===== config.mk =====
export PLATFORM = sky130hd
export DESIGN_NAME = oneshot_pulse
export DESIGN_NICKNAME = d
export VERILOG_FILES = /design/src/rtl/oneshot_pkg.sv /design/src/rtl/oneshot_sync.sv /design/src/rtl/oneshot_trig.sv /design/src/rtl/oneshot_timer.sv /design/src/rtl/oneshot_pulse.sv
export SDC_FILE = /design/constraint.sdc
export NUM_CORES = 1
export LEC_CHECK = 0
export BUFFER_PORTS_ARGS = -buffer_cell sky130_fd_sc_hd__buf_4
export CAP_MARGIN = 5
export CELL_PAD_IN_SITES_DETAIL_PLACEMENT = 1
export CELL_PAD_IN_SITES_GLOBAL_PLACEMENT = 2
export CORE_UTILIZATION = 39
export CTS_CLUSTER_DIAMETER = 50
export CTS_CLUSTER_SIZE = 16
export DETAILED_ROUTE_END_ITERATION = 12
export PLACE_DENSITY_LB_ADDON = 0.1
export REMOVE_ABC_BUFFERS = 1
export SYNTH_ARGS = -nofsm -noshare
export SYNTH_HDL_FRONTEND = slang
export SYNTH_HIERARCHICAL = 1
export SYNTH_SLANG_ARGS = --single-unit

===== constraint.sdc =====
create_clock -name clk -period 4.73 [get_ports clk]
set_input_delay 0.7095 -clock clk [delete_from_list [all_inputs] [get_ports clk]]
set_output_delay 0.7095 -clock clk [all_outputs]
set_load 0.05 [all_outputs]

===== src/rtl/oneshot_pkg.sv =====
package oneshot_pkg;
  typedef struct packed {
    logic fall_n;
    logic rise;
    logic clr_n;
  } ctl_t;

  localparam int CTL_BITS = $bits(ctl_t);
endpackage


===== src/rtl/oneshot_sync.sv =====
module oneshot_sync #(
  parameter int N      = 3,
  parameter int STAGES = 2
) (
  input  logic         clk,
  input  logic         rst_n,
  input  logic [N-1:0] din,
  output logic [N-1:0] cur,
  output logic [N-1:0] prv,
  output logic         ready
);
  logic [N-1:0]  stg_q [STAGES];
  logic [N-1:0]  prv_q;
  logic [STAGES:0] rdy_q;

  always_ff @(posedge clk or negedge rst_n) begin
    if (!rst_n) begin
      for (int s = 0; s < STAGES; s++) stg_q[s] <= '0;
      prv_q <= '0;
      rdy_q <= '0;
    end else begin
      stg_q[0] <= din;
      for (int s = 1; s < STAGES; s++) stg_q[s] <= stg_q[s-1];
      prv_q <= stg_q[STAGES-1];
      rdy_q <= {rdy_q[STAGES-1:0], 1'b1};
    end
  end

  assign cur   = stg_q[STAGES-1];
  assign prv   = prv_q;
  assign ready = rdy_q[STAGES];
endmodule


===== src/rtl/oneshot_trig.sv =====
module oneshot_trig
  import oneshot_pkg::*;
(
  input  logic clk,
  input  logic rst_n,
  input  ctl_t cur,
  input  ctl_t prv,
  input  logic ready,
  output logic fire
);
  logic armed_q, armed_d, armed_en;
  logic edge_fall, edge_rise, edge_clr, arm_set;

  always_comb begin
    edge_fall = ready & prv.fall_n & ~cur.fall_n & cur.rise & cur.clr_n;
    edge_rise = ready & ~prv.rise & cur.rise & ~cur.fall_n & cur.clr_n;
    edge_clr  = ready & ~prv.clr_n & cur.clr_n & ~cur.fall_n & cur.rise & armed_q;
    arm_set   = ready & ~prv.rise & cur.rise & ~cur.clr_n;
    fire      = edge_fall | edge_rise | edge_clr;
  end

  always_comb begin
    armed_en = 1'b0;
    armed_d  = armed_q;
    if (!cur.rise || edge_clr) begin
      armed_en = 1'b1;
      armed_d  = 1'b0;
    end else if (arm_set) begin
      armed_en = 1'b1;
      armed_d  = 1'b1;
    end
  end

  always_ff @(posedge clk or negedge rst_n) begin
    if (!rst_n)        armed_q <= 1'b0;
    else if (armed_en) armed_q <= armed_d;
  end

  // the arming flag only comes up after a rise seen while clear is low
  p_arm_src_r4: assert property (@(posedge clk) disable iff (!rst_n)
    $rose(armed_q) |-> $past(!cur.clr_n && cur.rise));
endmodule


===== src/rtl/oneshot_timer.sv =====
module oneshot_timer #(
  parameter int WIDTH = 8
) (
  input  logic             clk,
  input  logic             rst_n,
  input  logic             clr_ok,
  input  logic             fire,
  input  logic [WIDTH-1:0] len,
  output logic             active
);
  localparam logic [WIDTH-1:0] ONE = WIDTH'(1);

  logic             active_q, active_d;
  logic [WIDTH-1:0] cnt_q, cnt_d;
  logic             cnt_en;

  always_comb begin
    active_d = active_q;
    cnt_d    = cnt_q;
    cnt_en   = 1'b0;
    if (!clr_ok) begin
      active_d = 1'b0;
    end else if (active_q) begin
      if (cnt_q == '0) begin
        active_d = 1'b0;
      end else begin
        cnt_en = 1'b1;
        cnt_d  = cnt_q - ONE;
      end
    end else if (fire && (len != '0)) begin
      active_d = 1'b1;
      cnt_en   = 1'b1;
      cnt_d    = len - ONE;
    end
  end

  always_ff @(posedge clk or negedge rst_n) begin
    if (!rst_n) begin
      active_q <= 1'b0;
      cnt_q    <= '0;
    end else begin
      active_q <= active_d;
      if (cnt_en) cnt_q <= cnt_d;
    end
  end

  assign active = active_q;

  p_clear_ends_r8: assert property (@(posedge clk) disable iff (!rst_n)
    !clr_ok |=> !active_q);

  p_no_extend_r7: assert property (@(posedge clk) disable iff (!rst_n)
    (active_q && cnt_q != '0 && clr_ok) |=> (active_q && cnt_q == $past(cnt_q) - ONE));

  p_zero_len_r6: assert property (@(posedge clk) disable iff (!rst_n)
    (!active_q && fire && len == '0) |=> !active_q);

  p_no_spurious_r10: assert property (@(posedge clk) disable iff (!rst_n)
    (!active_q && !fire) |=> !active_q);
endmodule


===== src/rtl/oneshot_pulse.sv =====
module oneshot_pulse
  import oneshot_pkg::*;
#(
  parameter int WIDTH = 8,
  parameter int SYNC_STAGES = 2
) (
  input  logic             clk,
  input  logic             rst_n,
  input  logic             trig_fall_n,
  input  logic             trig_rise,
  input  logic             clr_n,
  input  logic [WIDTH-1:0] pulse_len,
  output logic             q,
  output logic             q_n
);
  ctl_t raw, cur, prv;
  logic [CTL_BITS-1:0] cur_v, prv_v;
  logic ready, fire, active;

  assign raw = '{fall_n: trig_fall_n, rise: trig_rise, clr_n: clr_n};

  oneshot_sync #(.N(CTL_BITS), .STAGES(SYNC_STAGES)) u_sync (
    .clk(clk), .rst_n(rst_n), .din(raw), .cur(cur_v), .prv(prv_v), .ready(ready)
  );

  assign cur = ctl_t'(cur_v);
  assign prv = ctl_t'(prv_v);

  oneshot_trig u_trig (
    .clk(clk), .rst_n(rst_n), .cur(cur), .prv(prv), .ready(ready), .fire(fire)
  );

  oneshot_timer #(.WIDTH(WIDTH)) u_timer (
    .clk(clk), .rst_n(rst_n), .clr_ok(cur.clr_n), .fire(fire),
    .len(pulse_len), .active(active)
  );

  assign q   = active;
  assign q_n = ~active;

  // outputs at rest during reset
  always_comb begin
    if (!rst_n) begin
      a_reset_r1: assert (q == 1'b0 && q_n == 1'b1);
    end
  end
endmodule


==> results of run 1 <==
## layout by cell type, fill, tap and decap left out, types with 2 or more instances in the layout
master,n
mux2i_1,3
nand2b_1,3
inv_1,4
or3_1,3
xnor2_1,3
o311ai_0,2
nand2_1,10
clkbuf_4,3
nor4_1,2
nor2_1,5
dfrtp_1,22
a21oi_1,3
nor4b_1,2
nor3b_1,3
xor2_1,3
nor3_1,3
buf_4,14
o21ai_0,7
## logic make-up (layout without fill, tap and decap cells)
logic type / Yosys count / count (layout) / share of synthesized area, %
AOI/OAI and AO/OA: 22 / 22 / 15.8
xor gates and xnor gates: 6 / 6 / 4.74
adders and majority gates: 1 / 1 / 1.13
buffers and inverters: 10 / 22 / 5.87
DFF: 22 / 22 / 49.7
muxes: 3 / 3 / 2.71
other: 1 / 1 / 0.338
and+or+nand+nor: 37 / 37 / 19.8
## metrics by stage
stage          total power [mW]  instances  setup WS, ns  hold WS [ns]
2_1_floorplan             0.307         96          2.33         0.331
3_3_place_gp              0.342        140          2.23         0.335
3_5_place_dp              0.346        140          2.26         0.342
4_1_cts                   0.492        144          2.35         0.258
5_1_grt                   0.513        144          2.16         0.264
6_report                  0.486        144          2.33         0.261
## Yosys cell counts
library cell	instances
or3_4	1
a311oi_1	1
nor4_1	2
nor3b_1	3
inv_1	4
buf_4	4
a21o_1	1
or4_4	1
o31ai_4	1
ha_1	1
buf_8	1
nor2b_1	1
o32a_1	1
xor2_1	3
o221a_2	1
a221o_1	1
a41oi_1	1
nand2_1	10
a21oi_1	3
o21ai_0	7
o311ai_0	2
nand3b_1	1
a31oi_1	1
dfrtp_1	22
or3_1	3
nor4b_1	2
or4_1	1
o221ai_1	1
a221oi_2	1
buf_2	1
nand2b_1	3
nor3_1	3
or4b_4	1
nor2_1	5
xnor2_1	3
mux2i_1	3
conb_1	1
## power groups by stage
stage / clock network, mW / registers (mW) / logic (mW)
2_1_floorplan: 0 / 0.253 / 0.0546
3_5_place_dp: 0 / 0.266 / 0.0797
4_1_cts: 0.149 / 0.262 / 0.0801
5_1_grt: 0.155 / 0.269 / 0.0886
3_3_place_gp: 0 / 0.266 / 0.0764
6_report: 0.144 / 0.263 / 0.0788
## routing by layer
metal  GRT usage, %  vias to the layer above
met5              0                        -
met3           3.04                        4
met2           27.4                       16
li1               -                      393
met4           6.07                        0
met1           24.0                      398
## sequential cells by signal, indices dropped and copies added (netlist names)
register / flops
u_timer/cnt_q: 8
u_sync/cur: 3
u_sync/rdy_q: 3
u_timer/active: 1
u_trig/armed_q: 1
u_sync/stg_q: 3
u_sync/prv: 3
## worst paths after layout
kind                                         end  slack (ns)            start  cells past startpoint
worst max-delay path            u_timer/cnt_q[7]        2.33   u_timer/active                      6
worst min-delay path            u_timer/cnt_q[4]        0.26            rst_n                      1
worst max register to register  u_timer/cnt_q[7]        2.33   u_timer/active                      6
worst min register to register     u_sync/cur[0]        0.37  u_sync/stg_q[3]                      0
max in group asynchronous        u_sync/stg_q[3]        4.25            rst_n                      1
min in group clk                   u_sync/cur[0]        0.37  u_sync/stg_q[3]                      0
## layout make-up
class | instances | area, um2
Clock buffer | 3 | 22.5
Clock inverter | 1 | 30.0
Fill cell | 302 | 1340
Inverter | 4 | 15.0
Multi-Input combinational cell | 70 | 493
Sequential cell | 22 | 551
Tap cell | 30 | 37.5
Timing Repair Buffer | 14 | 105
==> flow_metrics.tcl, run 1 <==
set metrics [dict create \
    drive_above_1_share_pct 21.1 \
    die_h_um 55.3 \
    gp_congestion 0.767 \
    placeableCoreArea_mm2 0.00259 \
    firstDrtPassIters 4 \
    num_vias 811 \
    synthCells 102 \
    fin_area_mm2 0.00125 \
    drc 0 \
    cts.path.max_buffers 2 \
    hpwl_um 1760 \
    top_layer_used "met4" \
    p_leak_nw 0.523 \
    wl_per_cell_um 16.6 \
    maxCapViolCount 0 \
    finalSetupViolCount 0 \
    grt_pass1_vias 842 \
    critPathBufInv 1 \
    io_buffers 14 \
    power.share.clock_pct 29.6 \
    fmaxAchievable_mhz 417 \
    worstSkewPairLatency_ns 0.31 \
    antenna_cells 0 \
    maxSlewHeadroom_pct 52.6 \
    placed_area_mm2 0.00120 \
    avgSynthCellArea_um2 10.9 \
    yosysTopAreaCell "dfrtp_1" \
    synth_area_leaders "dfrtp_1 (50%), nand2_1 (3.4%), o21ai_0 (3.2%)" \
    skew_ns 0.00563 \
    num-nets-final 129 \
    wl_met2_um 1080 \
    synthToLayoutAreaGrowth_pct 13.1 \
    finalWirelength_um 2390 \
    hold_class "in2async" \
    pwr-share-seq_pct 54.1 \
    grt_pass1_wl_um 4090 \
    rows 18 \
    synth-seq-cells 22 \
    cts_root_buf "clkbuf_4" \
    setup_tns_ns 0 \
    wl_met3_um 83 \
    hold_violations 0 \
    cts_buffers 3 \
    antenna_found_initial 0 \
    cellPowerDensity_mw_per_mm2 387 \
    vdd_drop_max_uv 248 \
    synth_cell_type_count 37 \
    yosysSeqAreaShare_pct 49.7 \
    crit_chain "or4b_4, o31ai_4, or3_4, inv_1, o221ai_1, a21oi_1" \
    yosysWarnings 6 \
    finish.utilization_pct 48.4 \
    die_w_um 55.3 \
    grt_overflow 0 \
    drt_iter0_markers 10 \
    htree_levels 1 \
    wl_met1_um 1200 \
    arrival_ns 2.60 \
    status "finished, final reports clean" \
    internal-power_mw 0.346 \
    rsz0062_at_grt "no" \
    cp_slowest_cell "dfrtp_1" \
    post_cts_resize_count 0 \
    critPathMaxStageDelay_ns 0.83 \
    fin_crit_sh_pct 50.7 \
    required_ns 4.93 \
    gr-usage-all-layers_pct 17.3 \
    grt_max_degree 25 \
    power_frac_comb_pct 16.2 \
    yosysTopAreaCellShare_pct 49.7 \
    post_cts_buffers 0 \
    crit_path_start_kind "register" \
    hold_buffers 0 \
    synth_area_mm2 0.00111 \
    cp_top_family "simple AND/OR/NAND/NOR gates" \
    slew_viol_final 0 \
    period_minus_slack_ns 2.40 \
    power_switching_mw 0.140 \
    endpoint_kind "register" \
    path_clk_slew_ns 0.13 \
    dieArea_mm2 0.00306 \
    cp_max_fo 24 \
    worst_slew_pin_slew_ns 0.700 \
    vias_per_cell 5.63 \
    cts.sinks 22 \
    p_sw_share_pct 28.8 \
    ant_nets 0 \
    worstSetupPathType "reg2reg" \
    pin_count 15 \
    cts_tree "done" \
    start_util_pct 42.8 \
]
Note: power is estimated with default switching activity, not from simulation.
==> run 2: changes to the inputs <==
--- a/config.mk
+++ b/config.mk
@@ -9,7 +9,7 @@
 export CAP_MARGIN = 5
 export CELL_PAD_IN_SITES_DETAIL_PLACEMENT = 1
 export CELL_PAD_IN_SITES_GLOBAL_PLACEMENT = 2
-export CORE_UTILIZATION = 39
+export CORE_UTILIZATION = 32
 export CTS_CLUSTER_DIAMETER = 50
 export CTS_CLUSTER_SIZE = 16
 export DETAILED_ROUTE_END_ITERATION = 12
==> constraint.sdc (replaced) <==
create_clock -name clk -period 1.9 [get_ports clk]
set_input_delay 0.285 -clock clk [delete_from_list [all_inputs] [get_ports clk]]
set_output_delay 0.285 -clock clk [all_outputs]
set_load 0.05 [all_outputs]
==> run 2 against run 1 <==
Routed wire length up 16%; clock skew increased by 0.0099 ns; power grew to 2.8 times the previous value; register-to-register slack lost 2.3 ns; final cell count up 27%; first-iteration DRC count rose to 2.8 times the previous value; sequential share of layout area decreased by 7.1 points; final area increased by 20%; global-route usage is 0.10 points lower; fmax is 27% higher; die area rose by 21%; critical endpoint unchanged.
==> flow_metrics.tcl, run 2 (same netlist as run 1, synthesis figures left out) <==
set metrics [dict create \
    fin_crit_sh_pct 99.3 \
    hpwl_um 2090 \
    fmaxAchievable_mhz 530 \
    cts_buffers 3 \
    reg2reg_slack_ns 0.01 \
    cts_root_buf "clkbuf_4" \
    final_cell_mix "buf_4 (36), dfrtp_1 (21), nand2_1 (10), o21ai_0 (6), nor2_1 (5)" \
    crit_start "u_timer/cnt_q[2]" \
    vdd_drop_max_uv 380 \
    cts.sinks 22 \
    die_h_um 60.9 \
    drive_above_1_share_pct 39.4 \
    cp_max_fo 6 \
    die_w_um 60.9 \
    r2r-end "u_timer/cnt_q[7]" \
    finalWirelength_um 2760 \
    cellPowerDensity_mw_per_mm2 906 \
    placed_area_mm2 0.00137 \
    required_ns 2.10 \
    start_util_pct 33.2 \
    pin_count 15 \
    skew_ns 0.0155 \
    p_total_mw 1.36 \
    regMostFlops "u_timer/cnt_q" \
    hp-start "clr_n" \
    grt_overflow 0 \
    htree_levels 1 \
    grt_pass1_vias 909 \
    hold_violations 0 \
    fin_area_mm2 0.00150 \
    slew_viol_final 0 \
    antenna_found_initial 0 \
    rsz0062_at_grt "yes" \
    cts_tree "done" \
    r2r_cells 6 \
    cts.path.max_buffers 2 \
    path_clk_slew_ns 0.14 \
    p_leak_nw 0.649 \
    drc 0 \
    hold_class "in2reg" \
    endpoint_kind "register" \
    reg2reg_from "u_timer/cnt_q[2]" \
    vias_per_cell 4.91 \
    grt_pass1_wl_um 4460 \
    gr-usage-all-layers_pct 17.2 \
    drt_iter0_markers 28 \
    maxCapViolCount 0 \
    num-nets-final 152 \
    firstDrtPassIters 4 \
    antenna_cells 0 \
    placeableCoreArea_mm2 0.00334 \
    largest_register_ff_count 8 \
    final_common_cell "buf_4" \
    worstSetupPathType "reg2reg" \
    status "finished, final reports clean" \
    rows 21 \
    finish.utilization_pct 45.0 \
    num_vias 899 \
    crit_path_start_kind "register" \
    holdPathEnd "u_sync/stg_q[3]" \
    period_minus_slack_ns 1.89 \
    wl_per_cell_um 15.1 \
    instances_no_fill 183 \
    hold_depth 1 \
    dieArea_mm2 0.00370 \
    arrival_ns 2.08 \
    grt_max_degree 23 \
    synthToLayoutAreaGrowth_pct 35.3 \
    setup_tns_ns 0 \
    io_buffers 14 \
    fill_cells 396 \
    ant_nets 0 \
    finalSetupViolCount 0 \
    worstSkewPairLatency_ns 0.32 \
    gp_congestion 0.731 \
    dp.cells 176 \
]
==> run 2: cell types whose count changed in the layout (fill, tap and decap cells not counted), sizes merged <==
cell | previous run | this run
buf | 14 | 36
dlygate4sd3 | 0 | 1
==> run 2: how the worst max path moves through the flow <==
stage | cells past startpoint | slack, ns | endpoint
floorplan | 5 | -0.50 | u_timer/cnt_q[4]
global placement | 6 | -0.11 | u_timer/cnt_q[7]
detailed placement | 6 | -0.09 | u_timer/cnt_q[7]
CTS | 6 | -0.04 | u_timer/cnt_q[7]
global route | 7 | -0.06 | u_timer/cnt_q[6]
finish | 6 | 0.01 | u_timer/cnt_q[7]
==> run 2: cell type report <==
type,count,area (um2),share of cell area (%)
Inverter,4,15.0,1.00
Clock inverter,1,30.0,2.00
Clock buffer,3,22.5,1.50
Tap cell,46,57.6,3.84
Sequential cell,22,552,36.8
Multi-Input combinational cell,70,543,36.2
Timing Repair Buffer,37,280,18.7
==> run 2: layer usage <==
| metal | routed length [um] | vias to the layer above | GRT usage (%) |
|---|---|---|---|
| li1 | - | 438 | - |
| met1 | 1370 | 447 | 24.5 |
| met2 | 1310 | 12 | 26.8 |
| met3 | 66 | 2 | 2.56 |
| met4 | 19 | 0 | 5.84 |
| met5 | 0 | - | 0 |
==> run 2: per-stage QoR <==
stage	hold slack [ns]	worst slack, ns
floorplan	-0.0106	-0.497
global placement	0.193	-0.113
CTS	0.0537	-0.0445
detailed placement	0.198	-0.0877
global route	0.0402	-0.0602
finish	0.0748	0.0138
==> run 2: where the power goes <==
| part | internal [mW] | leakage, nW | switching [mW] |
|---|---|---|---|
| sequential | 0.545 | 0.260 | 0.0545 |
| clock | 0.213 | 0.0279 | 0.154 |
| combinational | 0.209 | 0.361 | 0.185 |
| total | 0.966 | 0.649 | 0.393 |
==> run 2: worst max-delay path, cell delays in order (launching register included) <==
cell	delay, ns
dfrtp_1	0.41
or4b_4	0.59
o31ai_4	0.24
or3_4	0.20
inv_1	0.10
o221ai_2	0.17
a21oi_1	0.06
==> run 2: repair_timing <==
item | in CTS | in global routing
resized for setup | 4 | 8
hold buffers | 1 | 0
buffers inserted | 0 | 2
endpoints found under the hold margin | 22 | 0
endpoints found under the setup margin | 6 | 6
pin swaps | 0 | 4
